[config.mk]
export PLATFORM = sky130hd
export DESIGN_NAME = uart_mux_tx
export DESIGN_NICKNAME = d
export VERILOG_FILES = /design/src/rtl/uart_mux_tx_pkg.sv /design/src/rtl/uart_mux_tx_ctrl.sv /design/src/rtl/uart_mux_tx_dp.sv /design/src/rtl/uart_mux_tx.sv
export SDC_FILE = /design/constraint.sdc
export NUM_CORES = 1
export LEC_CHECK = 0
export BUFFER_PORTS_ARGS = -buffer_cell sky130_fd_sc_hd__buf_2
export CAP_MARGIN = 10
export CORE_ASPECT_RATIO = 1.5
export CORE_MARGIN = 4
export CORE_UTILIZATION = 35
export CTS_BUF_LIST = sky130_fd_sc_hd__clkbuf_4 sky130_fd_sc_hd__clkbuf_8
export DETAILED_ROUTE_END_ITERATION = 16
export SETUP_SLACK_MARGIN = 0.05
export SLEW_MARGIN = 0
export SYNTH_ARGS = -nofsm -noshare
export SYNTH_HDL_FRONTEND = slang
export SYNTH_SLANG_ARGS = --single-unit
export TNS_END_PERCENT = 1
[constraint.sdc]
create_clock -name clk -period 2.5 [get_ports clk]
set_input_delay 0.375 -clock clk [delete_from_list [all_inputs] [get_ports clk]]
set_output_delay 0.375 -clock clk [all_outputs]
set_load 0.01 [all_outputs]
[src/rtl/uart_mux_tx_pkg.sv]
package uart_mux_tx_pkg;
  // width of the parity mode select
  localparam int MODE_W = 3;

  // strobes from control to datapath
  typedef struct packed {
    logic loadChar;  // capture byte and mode
    logic baudStep;  // counter moves this cycle
  } txStrobe_t;
endpackage

[src/rtl/uart_mux_tx_ctrl.sv]
module uart_mux_tx_ctrl
  import uart_mux_tx_pkg::*;
#(
  parameter int CNT_W     = 4,
  parameter int LAST_SLOT = 13
) (
  input  logic             clk,
  input  logic             rstN,
  input  logic             baudTick,
  input  logic             sendIn,
  output txStrobe_t        strb,
  output logic [CNT_W-1:0] slotCnt,
  output logic             readyOut
);
  localparam logic [CNT_W-1:0] LAST_V  = CNT_W'(LAST_SLOT);
  localparam logic [CNT_W-1:0] FIRST_V = CNT_W'(1);

  logic sendPrev;
  logic sendRise;
  logic idle;

  assign idle     = (slotCnt == '0);
  assign sendRise = sendIn & ~sendPrev;
  assign readyOut = idle;

  always_comb begin
    strb          = '0;
    strb.loadChar = idle & sendRise;
    strb.baudStep = ~idle & baudTick;
  end

  always_ff @(posedge clk) begin
    if (!rstN) begin
      slotCnt  <= '0;
      sendPrev <= 1'b0;
    end else begin
      sendPrev <= sendIn;
      if (strb.loadChar) begin
        slotCnt <= FIRST_V;
      end else if (strb.baudStep) begin
        slotCnt <= (slotCnt == LAST_V) ? '0 : slotCnt + 1'b1;
      end
    end
  end
endmodule

[src/rtl/uart_mux_tx_dp.sv]
module uart_mux_tx_dp
  import uart_mux_tx_pkg::*;
#(
  parameter int DATA_W     = 8,
  parameter int CNT_W      = 4,
  parameter int START_SLOT = 3
) (
  input  logic              clk,
  input  logic              rstN,
  input  txStrobe_t         strb,
  input  logic [CNT_W-1:0]  slotCnt,
  input  logic [DATA_W-1:0] dataIn,
  input  logic [MODE_W-1:0] modeSel,
  output logic              txOut
);
  localparam int FIRST_DATA = START_SLOT + 1;
  localparam int PAR_SLOT   = FIRST_DATA + DATA_W;
  localparam int NUM_SLOTS  = 2 ** CNT_W;

  logic [DATA_W-1:0] charReg;
  logic [MODE_W-1:0] modeReg;
  logic              parityLvl;
  logic [NUM_SLOTS-1:0] slotLvl;

  always_ff @(posedge clk) begin
    if (!rstN) begin
      charReg <= '0;
      modeReg <= '0;
    end else if (strb.loadChar) begin
      charReg <= dataIn;
      modeReg <= modeSel;
    end
  end

  // bit2: parity slot used, bit1: computed parity, bit0: fixed level / odd sense
  always_comb begin
    if (!modeReg[2])     parityLvl = 1'b1;
    else if (modeReg[1]) parityLvl = (^charReg) ^ modeReg[0];
    else                 parityLvl = modeReg[0];
  end

  for (genvar g = 0; g < NUM_SLOTS; g++) begin : g_slot
    if (g == START_SLOT) begin : g_start
      assign slotLvl[g] = 1'b0;
    end else if (g >= FIRST_DATA && g < PAR_SLOT) begin : g_data
      assign slotLvl[g] = charReg[g-FIRST_DATA];
    end else if (g == PAR_SLOT) begin : g_par
      assign slotLvl[g] = parityLvl;
    end else begin : g_mark
      assign slotLvl[g] = 1'b1;
    end
  end

  always_ff @(posedge clk) begin
    if (!rstN) txOut <= 1'b1;
    else       txOut <= slotLvl[slotCnt];
  end
endmodule

[src/rtl/uart_mux_tx.sv]
module uart_mux_tx
  import uart_mux_tx_pkg::*;
#(
  parameter int DATA_W    = 8,
  parameter int CNT_W     = 4,
  parameter int PRE_MARKS = 2
) (
  input  logic              clk,
  input  logic              rstN,
  input  logic              baudTick,
  input  logic              sendIn,
  input  logic [DATA_W-1:0] dataIn,
  input  logic [2:0]        modeSel,
  output logic              txOut,
  output logic              readyOut
);
  localparam int START_SLOT = PRE_MARKS + 1;
  localparam int LAST_SLOT  = START_SLOT + DATA_W + 2;

  txStrobe_t        strb;
  logic [CNT_W-1:0] slotCnt;

  uart_mux_tx_ctrl #(.CNT_W(CNT_W), .LAST_SLOT(LAST_SLOT)) ctrl_i (
    .clk(clk), .rstN(rstN), .baudTick(baudTick), .sendIn(sendIn),
    .strb(strb), .slotCnt(slotCnt), .readyOut(readyOut)
  );

  uart_mux_tx_dp #(.DATA_W(DATA_W), .CNT_W(CNT_W), .START_SLOT(START_SLOT)) dp_i (
    .clk(clk), .rstN(rstN), .strb(strb), .slotCnt(slotCnt),
    .dataIn(dataIn), .modeSel(modeSel), .txOut(txOut)
  );
endmodule

==> metrics.md <==
| Metric | Value |
|---|---|
| Routability congestion estimate | `between 0.7 and 0.8` |
| Antenna diodes | `0` |
| Worst slew margin | `~69%` |
| CTS Hold Bufs | `0` |
| Placed insts | `roughly 120` |
| HPWL after detailed placement | `roughly 1200 µm` |
| R2r endpoint | `dp_i.txOut` |
| TritonCTS Buffers | `3` |
| CP Cell Sequence | `mux4_2 -> or2_1 -> nand4b_1 -> mux2_2 -> nand4_1` |
| Fin crit share | `a little over two thirds` |
| Aggregate global-route resource usage | `between 10% and 20%` |
| DR iter-0 viols | `10` |
| Starting density of the core | `a little under two fifths` |
| Hold Fails Final Rpt | `0` |
| Worst setup SP type | `register` |
| Clock slew at reported path FFs | `roughly 0.09 ns` |
| Syn nets | `104` |
| WP data arrival | `about 1.9 ns` |
| Simple-Gate Fraction of Synth Area | `about 23%` |
| Area grow syn2layout | `11.99%` |
| Clock latency on the worst-skew pair | `0.28 ns` |
| Synth Area per Inst | `roughly 10 µm²` |
| Unique masters post-synth | `29` |
| Setup TNS | `0 ns` |
| Initial antenna violation count | `0` |
| R2R depth | `5` |
| Power per cell area | `just over 600 nW/µm²` |
| Actual slew at the worst max-slew pin | `around 0.46 ns` |
| Io pins | `17` |
| Reg2reg setup slack | `between 0.7 and 0.8 ns` |
| Largest net degree at the start of global routing | `16` |
| Core area | `approximately 2300 µm²` |
| Setup CP Type | `reg -> reg` |
| Tmin final | `about 1.8 ns` |
| Root Driver | `clkbuf_4` |
| Leak pwr | `approximately 0.42 nW` |
| Dpl cell area | `between 900 and 1000 µm²` |
| CTS tree | `yes` |
| Routed vias/inst | `~5.0` |
| Buffers on Ports | `16` |
| Die area | `3350 µm²` |
| Core Rows | `21` |
| Top FF cell, synth | `dfxtp_1` |
| Synth Area in Compound Gates | `~8.4%` |
| Filler-free cell count of the finished design | `around 130` |
| Reg-to-reg startpoint | `ctrl_i.slotCnt[0]` |
| Final Cell Area | `slightly below 1000 µm²` |
| Largest family of logic cells by synthesized area | `simple AND/OR/NAND/NOR gates` |
| Share of layout cells above drive strength 1 | `23.30%` |
| Crit path max fanout | `8` |
| Seq/Total Area, Yosys | `39.31%` |
| Synth Area in XOR/XNOR | `~7.1%` |
| Synth Area in Adders | `0%` |
| Post-DR wirelength/cell | `between 10 and 15 µm` |
| Worst hold path depth | `2` |
| Mapped cell area | `between 800 and 900 µm²` |
| Slowest stage delay, CP | `0.53 ns` |
| Fmax | `0.5704 GHz` |
| DRC | `0` |
| Worst Path Buf+Inv | `0` |
| Clock skew after layout | `0.004015 ns` |
| EDFF count, synth | `0` |
| Proportion of synthesized area in mux cells | `17.77%` |
| Hold Startpoint | `sendIn` |
| Die span in y | `about 69 µm` |
| Outcome | `complete, no violations` |
| Via count | `630` |
| CP Depth | `5` |
| Die W | `slightly below 50 µm` |
| Data required, critical path | `2.66 ns` |
| Worst min-delay path class | `in -> reg` |
| Detailed Route WL | `roughly 1500 µm` |
| Clk buf depth | `2` |
| Resized Gates After CTS | `0` |
| # clock sinks | `17` |
| Synth async-reset ratio | `0%` |
| DR pass1 iterations | `4` |
| Worst path top cell family by delay | `multiplexers` |
| Post CTS Setup Buffer Count | `0` |
| Cells after Synth | `between 80 and 90` |
| Hold path endpoint | `ctrl_i.sendPrev` |
| CTS H-tree lvls | `1` |
| Area occupied by multi-input gates | `slightly below 500 µm²` |
| # fillers | `roughly 240` |
| Yosys warning total | `0` |
| Vias in the first global route | `slightly above 600` |
| Pins Over Slew Limit | `0` |
| Layout Nets | `~120` |
| Peak VDD IR | `roughly 0.29 mV` |
| Max-Cap Viols | `0` |
| Routed Antenna Nets | `0` |
| Storage cell area | `about 340 µm²` |
| GRT overflow | `0` |
| First-pass GRT wire length | `2677 µm` |
| RSZ-0062 raised after global routing | `no` |
| Crit-path slowest cell | `mux4_2` |
| Count of state elements after synthesis | `17` |
| Final setup vio count | `0` |
| Crit. End Element | `register` |
[cells by family after synthesis]
logic type	after synthesis
AO/OA/AOI/OAI	11
XOR/XNOR	7
buffers and inverters	8
flip-flops	17
multiplexers	14
AND/OR/NAND/NOR	32
[flip-flops by register name, indices dropped and copies added, names as in the netlist]
| signal | cells |
|---|---|
| ctrl_i.sendPrev | 1 |
| ctrl_i.slotCnt | 4 |
| dp_i.charReg | 8 |
| dp_i.modeReg | 3 |
| dp_i.txOut | 1 |
[how the worst max path moves through the flow]
stage / startpoint / endpoint / slack [ns]
after floorplan: ctrl_i.slotCnt[0] / dp_i.txOut / 0.94
after global placement: ctrl_i.slotCnt[0] / dp_i.txOut / 0.81
after detailed placement: ctrl_i.slotCnt[0] / dp_i.txOut / 0.74
after CTS: ctrl_i.slotCnt[0] / dp_i.txOut / 0.73
after global routing: ctrl_i.slotCnt[0] / dp_i.txOut / 0.62
final: ctrl_i.slotCnt[0] / dp_i.txOut / 0.75
[stage by stage]
stage          util [%]   power, W  setup slack, ns  hold slack (ns)
2_1_floorplan         -  0.0004179           0.9420           0.4855
3_3_place_gp      41.11  0.0004393           0.8098           0.5039
3_5_place_dp      41.11  0.0004433           0.7432           0.5274
4_1_cts           42.42  0.0005978           0.7337           0.3142
5_1_grt           42.42  0.0006268           0.6185           0.3360
6_report          42.42  0.0005866           0.7467           0.3247
[power breakdown]
part / total (W) / internal [W] / switching, W
Combinational: 0.000123 / 0.0000692 / 0.0000534
Sequential: 0.000312 / 0.000289 / 0.0000228
Clock: 0.000152 / 0.0000727 / 0.0000790
[Yosys cell counts, types with 2 or more instances]
cell / instances / area share, %
a31oi_1: 2 / 1.4
inv_1: 2 / 0.87
dfxtp_1: 17 / 39
nor2_1: 5 / 2.2
xor2_1: 2 / 2.0
nor2b_1: 12 / 8.7
buf_2: 4 / 2.3
nand2_1: 5 / 2.2
mux2i_1: 12 / 14
nand3_1: 2 / 1.2
o21ai_0: 4 / 2.3
xnor2_1: 5 / 5.1
[cell usage in the layout (no fill, tap or decap), drive strengths merged]
cell	n
xnor2	5
or2	1
xor2	2
nand3b	1
nor4	1
nand4b	1
mux2	1
clkbuf	4
nor2b	12
a31oi	2
dfxtp	17
nor3	1
mux2i	12
and2	1
nand2	5
a21oi	1
nand3	2
nor2	5
o31a	1
nor3b	1
buf	16
nand4	1
a211oi	1
o211a	1
inv	2
mux4	1
o21ai	4
a41oi	1
[area by class of cell]
| cell class | instances | area share (%) |
|---|---|---|
| timing repair buffer | 16 | 8.258 |
| multi-input combinational | 64 | 49.81 |
| clock buffer | 4 | 3.097 |
| tap | 23 | 2.968 |
| inverter | 2 | 0.7742 |
| sequential | 17 | 35.10 |
[per-layer routing]
metal / vias to the layer above / GRT usage [%] / wire length (µm)
met2: 9 / 18.14 / 789
met3: 2 / 1.720 / 52
met5: - / 0 / 0
li1: 337 / - / -
met4: 0 / 6.061 / 21
met1: 282 / 10.96 / 656
Note: power is estimated with default switching activity, not from simulation.
